--- src/rtl/fsu_pkg.sv ---
// Shared constants for the fault status unit: bit positions of the
// per-channel fault classes inside a channel field of the fault word.
package fsu_pkg;
    localparam int FLT_OT     = 0;
    localparam int FLT_OC     = 1;
    localparam int FLT_SSC    = 2;
    localparam int FLT_STS    = 3;
    localparam int FLT_OLOFF  = 4;
    localparam int FLT_OLON   = 5;
    localparam int FLT_PER_CH = 6;
endpackage

--- src/rtl/fsu_on_edge.sv ---
// Turn-on edge detector: flags a rising edge of each channel's turn-on
// command. Assumes the command is already synchronous to clk.
module fsu_on_edge #(
    parameter int NCH = 4
) (
    input  logic           clk,
    input  logic           rst_n,
    input  logic [NCH-1:0] cmd,
    output logic [NCH-1:0] rise
);
    logic [NCH-1:0] cmd_q;

    // remember last cycle's command to find off-to-on changes
    always_ff @(posedge clk) begin
        if (!rst_n) cmd_q <= '0;
        else        cmd_q <= cmd;
    end

    // a rise is on now and off in the previous cycle
    always_comb rise = cmd & ~cmd_q;
endmodule

--- src/rtl/fsu_chan_latch.sv ---
// Per-channel holder for faults that need a fresh turn-on to release:
// over-temperature, over-current, severe short and under-voltage.
// Assumes clr and reissue are single-cycle, synchronous pulses.
module fsu_chan_latch (
    input  logic clk,
    input  logic rst_n,
    input  logic clr,
    input  logic reissue,
    input  logic ot,
    input  logic oc,
    input  logic ssc,
    input  logic uv,
    output logic held_nxt_any
);
    logic [3:0] held_q;
    logic [3:0] held_d;
    logic [3:0] raw;

    // gather the raw flags that this channel holds
    always_comb raw = {uv, ssc, oc, ot};

    // release on clear or turn-on, re-capture any flag still present
    always_comb begin
        if (clr)          held_d = '0;
        else if (reissue) held_d = raw;
        else              held_d = held_q | raw;
    end

    // hold state
    always_ff @(posedge clk) begin
        if (!rst_n) held_q <= '0;
        else        held_q <= held_d;
    end

    // next-state summary lets the pin register track with one edge of delay
    always_comb held_nxt_any = |held_d;
endmodule

--- src/rtl/fsu_fault_reg.sv ---
// Sticky fault word for serial readout. Bits accumulate until a read
// strobe or mode clear empties the word; live faults re-enter next cycle.
module fsu_fault_reg #(
    parameter int RW = 26
) (
    input  logic          clk,
    input  logic          rst_n,
    input  logic          clr,
    input  logic          rd,
    input  logic [RW-1:0] set_vec,
    output logic [RW-1:0] word
);
    // accumulate set bits, empty on read or clear
    always_ff @(posedge clk) begin
        if (!rst_n)         word <= '0;
        else if (clr || rd) word <= '0;
        else                word <= word | set_vec;
    end
endmodule

--- src/rtl/fsu_pin.sv ---
// Registered active-low status pin driver. Assumes pull_low is a
// glitch-free combinational request computed in the clk domain.
module fsu_pin (
    input  logic clk,
    input  logic rst_n,
    input  logic pull_low,
    output logic pin_n
);
    // register the pin so it never glitches
    always_ff @(posedge clk) begin
        if (!rst_n) pin_n <= 1'b1;
        else        pin_n <= ~pull_low;
    end
endmodule

--- src/rtl/fault_status_unit.sv ---
// Fault status unit: merges per-channel and shared fault flags into an
// active-low status pin and a sticky fault word. Assumes all raw flags
// are synchronous to clk and already filtered by their detectors.
module fault_status_unit
    import fsu_pkg::*;
#(
    parameter  int NCH = 4,
    localparam int RW  = NCH*FLT_PER_CH + 2,
    localparam int OVB = NCH*FLT_PER_CH,
    localparam int UVB = NCH*FLT_PER_CH + 1
) (
    input  logic           clk,
    input  logic           rst_n,
    input  logic [NCH-1:0] ot_raw,
    input  logic [NCH-1:0] oc_raw,
    input  logic [NCH-1:0] ssc_raw,
    input  logic [NCH-1:0] sts_raw,
    input  logic [NCH-1:0] olof_raw,
    input  logic [NCH-1:0] olon_raw,
    input  logic           ov_raw,
    input  logic           uv_raw,
    input  logic           ov_rpt_en,
    input  logic [NCH-1:0] ch_on,
    input  logic           rd_clr,
    input  logic           mode_clr,
    output logic           flt_n,
    output logic [RW-1:0]  fault_word
);
    logic [NCH-1:0] reissue;
    logic [NCH-1:0] held_any;
    logic [RW-1:0]  set_vec;
    logic           ov_live;
    logic           pull_low;

    fsu_on_edge #(.NCH(NCH)) u_edge (
        .clk   (clk),
        .rst_n (rst_n),
        .cmd   (ch_on),
        .rise  (reissue)
    );

    // over-voltage counts only while reporting is enabled
    always_comb ov_live = ov_raw & ov_rpt_en;

    for (genvar c = 0; c < NCH; c++) begin : g_ch
        fsu_chan_latch u_latch (
            .clk          (clk),
            .rst_n        (rst_n),
            .clr          (mode_clr),
            .reissue      (reissue[c]),
            .ot           (ot_raw[c]),
            .oc           (oc_raw[c]),
            .ssc          (ssc_raw[c]),
            .uv           (uv_raw),
            .held_nxt_any (held_any[c])
        );

        // place this channel's raw flags in its field of the word
        always_comb begin
            set_vec[c*FLT_PER_CH + FLT_OT]    = ot_raw[c];
            set_vec[c*FLT_PER_CH + FLT_OC]    = oc_raw[c];
            set_vec[c*FLT_PER_CH + FLT_SSC]   = ssc_raw[c];
            set_vec[c*FLT_PER_CH + FLT_STS]   = sts_raw[c];
            set_vec[c*FLT_PER_CH + FLT_OLOFF] = olof_raw[c];
            set_vec[c*FLT_PER_CH + FLT_OLON]  = olon_raw[c];
        end
    end

    // shared flags sit above the channel fields
    always_comb begin
        set_vec[OVB] = ov_live;
        set_vec[UVB] = uv_raw;
    end

    // pin request: held faults plus the ones that follow their raw flag
    always_comb pull_low = (|held_any) | (|sts_raw) | (|olof_raw) | ov_live;

    fsu_fault_reg #(.RW(RW)) u_reg (
        .clk     (clk),
        .rst_n   (rst_n),
        .clr     (mode_clr),
        .rd      (rd_clr),
        .set_vec (set_vec),
        .word    (fault_word)
    );

    fsu_pin u_pin (
        .clk      (clk),
        .rst_n    (rst_n),
        .pull_low (pull_low),
        .pin_n    (flt_n)
    );
endmodule

--- config.mk ---
export PLATFORM = sky130hd
export DESIGN_NAME = fault_status_unit
export DESIGN_NICKNAME = d
export VERILOG_FILES = /design/src/rtl/fsu_pkg.sv /design/src/rtl/fsu_on_edge.sv /design/src/rtl/fsu_chan_latch.sv /design/src/rtl/fsu_fault_reg.sv /design/src/rtl/fsu_pin.sv /design/src/rtl/fault_status_unit.sv
export SDC_FILE = /design/constraint.sdc
export NUM_CORES = 1
export LEC_CHECK = 0
export ABC_AREA = 1
export ABC_CLOCK_PERIOD_IN_PS = 1650
export BUFFER_PORTS_ARGS = -buffer_cell sky130_fd_sc_hd__buf_2
export CELL_PAD_IN_SITES_DETAIL_PLACEMENT = 1
export CELL_PAD_IN_SITES_GLOBAL_PLACEMENT = 1
export CORE_MARGIN = 3
export CORE_UTILIZATION = 36
export CTS_CLUSTER_DIAMETER = 60
export CTS_CLUSTER_SIZE = 24
export DETAILED_ROUTE_END_ITERATION = 7
export GPL_ROUTABILITY_DRIVEN = 1
export MAX_ROUTING_LAYER = met4
export PLACE_DENSITY_LB_ADDON = 0.15
export SLEW_MARGIN = 25
export SYNTH_ARGS = -nofsm -noshare
export SYNTH_HDL_FRONTEND = slang
export SYNTH_SLANG_ARGS = --single-unit
--- constraint.sdc ---
create_clock -name clk -period 1.65 [get_ports clk]
set_input_delay 0.495 -clock clk [delete_from_list [all_inputs] [get_ports clk]]
set_output_delay 0.495 -clock clk [all_outputs]
set_load 0.01 [all_outputs]
==> metrics.csv <==
metric;value;unit
clkLatencyLatePin;300;ps
viasPerCell;4.54;
dp_cells;332;
startpoint;u_reg.word[10];
grt_overflow;0;
placed_area;0.00201;mm2
diodes;0;
synth_area_leaders;dfxtp_1 (57%), nor2_1 (17%), nand2_1 (13%);
ff_latch_area;941;um2
yosysTopAreaCell;dfxtp_1;
hpwl;3070;um
synthMuxAreaShare;0;%
slowest_delay;350;ps
die_area;0.00543;mm2
grt_setup_unrepaired;false;
synth_compound_area_share;1.75;%
cts_hold_buf;0;
grtUsageTotal;16.1;%
yosysWarnings;0;
required;1150;ps
cts_buffer_depth;2;
drive_gt1_share;27.1;%
synthXorXnorAreaFrac;0;%
ys_seq_area_share;57.1;%
p_leak;1.16;nW
worstMarginPinSlew;309;ps
wire_per_inst;11.3;um
start_kind;register;
fin_crit;1270;ps
p_total;2.05;mW
finalHoldViolCount;0;
io_pins;62;
setup_viol;0;
finClkSkew;4.25;ps
synth_cell_type_count;15;
rr_startpoint;u_edge.cmd_q[0];
nFillCells;561;
synth_top_area_share;57.1;%
die_h;73.7;um
synth_top_family_by_area;simple AND/OR/NAND/NOR gates;
synth_area;0.00165;mm2
grt_pass1_vias;1595;
dr.pass1.iters;4;
synthSimpleGateAreaFrac;34.4;%
clockRootBuffer;clkbuf_8;
min_from;ch_on[3];
cp_slowest_cell;dfxtp_1;
antenna_found_initial;0;
path_delay_family;flip-flops;
h-tree-depth;2;
route.detailed.drc;0;
grt_start_max_net_pins;16;
relSlewSlack;79.4;%
coreArea;0.00420;mm2
multi_input_area;596;um2
ctsResizeCount;0;
irDropWorstVdd;0.507;mV
power_density;981;mW/mm2
critPathArrivalTime;780;ps
avgSynthCellArea;7.43;um2
synth-seq-cells;47;
tns;0;ps
dr_total_vias;1535;
syn2layout_area_growth;26.5;%
cts_tree;built;
placementRows;23;
max_cap_violations;0;
worstPathMaxFanout;2;
nNetsFinal;324;
clkTransAtPathRegs;80;ps
post_cts_buffers;0;
fmax;787;MHz
path_class;register to output pin;
grt_pass1_wl;6530;um
start_util;39.2;%
finalWirelength;3810;um
cp-end-kind;output pin;
crit_buf_inv;1;
place_congestion;0.742;
fin_crit_sh;77.0;%
synth_fp_nets;257;
postLayoutCellArea;0.00209;mm2
drv_slew;0;
fp.dieW;73.7;um
drt-initial-drc-count;53;
cts_sinks;47;
synthAdderAreaFrac;0;%
status;finished, final reports clean;
synthCells;222;
port_buffers;61;
hp-class;input port to register;
cts_buffers;5;
ant_nets;0;
final_cells;338;
crit_chain;buf_2;
[cell usage in the layout, fill, tap and decap left out]
| cell type | instances |
|---|---|
| nor2_1 | 76 |
| buf_2 | 61 |
| nand2_1 | 55 |
| dfxtp_1 | 47 |
| inv_1 | 21 |
| nand2_2 | 7 |
| clkbuf_8 | 5 |
| nand3_1 | 3 |
| buf_4 | 3 |
| a21oi_1 | 2 |
| nor3_1 | 2 |
| clkinv_1 | 1 |
| a21o_1 | 1 |
| inv_2 | 1 |
| or2_0 | 1 |
| o21bai_2 | 1 |
| clkbuf_1 | 1 |
[logic make-up (layout without fill, tap and decap cells)]
logic type	count (synthesis)	after routing
compound gates	4	4
flops	47	47
simple gates	144	144
buf+inv	27	93
[sequential cells by signal, summed over array words and instances, names as in the netlist]
name                 flops
u_reg.word              26
g_ch.u_latch.held_q     16
u_edge.cmd_q             4
u_pin.pin_n              1
[cell type report]
type	instances	area share, %
sequential	47	45.1
multi-input combinational	148	28.6
timing repair buffer	64	15.7
inverter	23	4.14
clock buffer	6	3.48
tap	50	3.00
[routing by layer]
metal,vias to the layer above,track usage [%],wire length [um]
met5,-,-,0
met4,0,4.83,54
met2,44,26.8,1800
met1,703,17.6,1650
li1,783,-,-
met3,5,6.29,306
[synth_stat cells, drive strengths merged]
master	n
a21oi	2
nand2	62
o21bai	1
buf	4
nor3	2
nand3	3
or2	1
inv	22
dfxtp	47
nor2	76
clkinv	1
a21o	1
[final timing paths]
check / to / slack [ps] / cells after the start
worst max register to register: u_pin.pin_n / 510 / 9
worst min-delay path: u_edge.cmd_q[3] / 390 / 3
worst max-delay path: fault_word[10] / 380 / 1
worst min register to register: u_reg.word[20] / 470 / 2
[per-stage QoR]
stage	hold slack, ps	setup WS [ps]	utilization [%]
floorplan	496	457	-
global placement	454	242	47.9
detailed placement	460	224	47.9
CTS	384	359	49.6
global route	400	319	49.6
finish	389	379	49.6
[where the power goes]
part | internal [mW] | switching, mW | leakage, nW
registers | 1.18 | 0.0146 | 0.385
clock network | 0.283 | 0.350 | 0.0371
logic | 0.0934 | 0.128 | 0.739
Power figures use the tool's default switching activity.
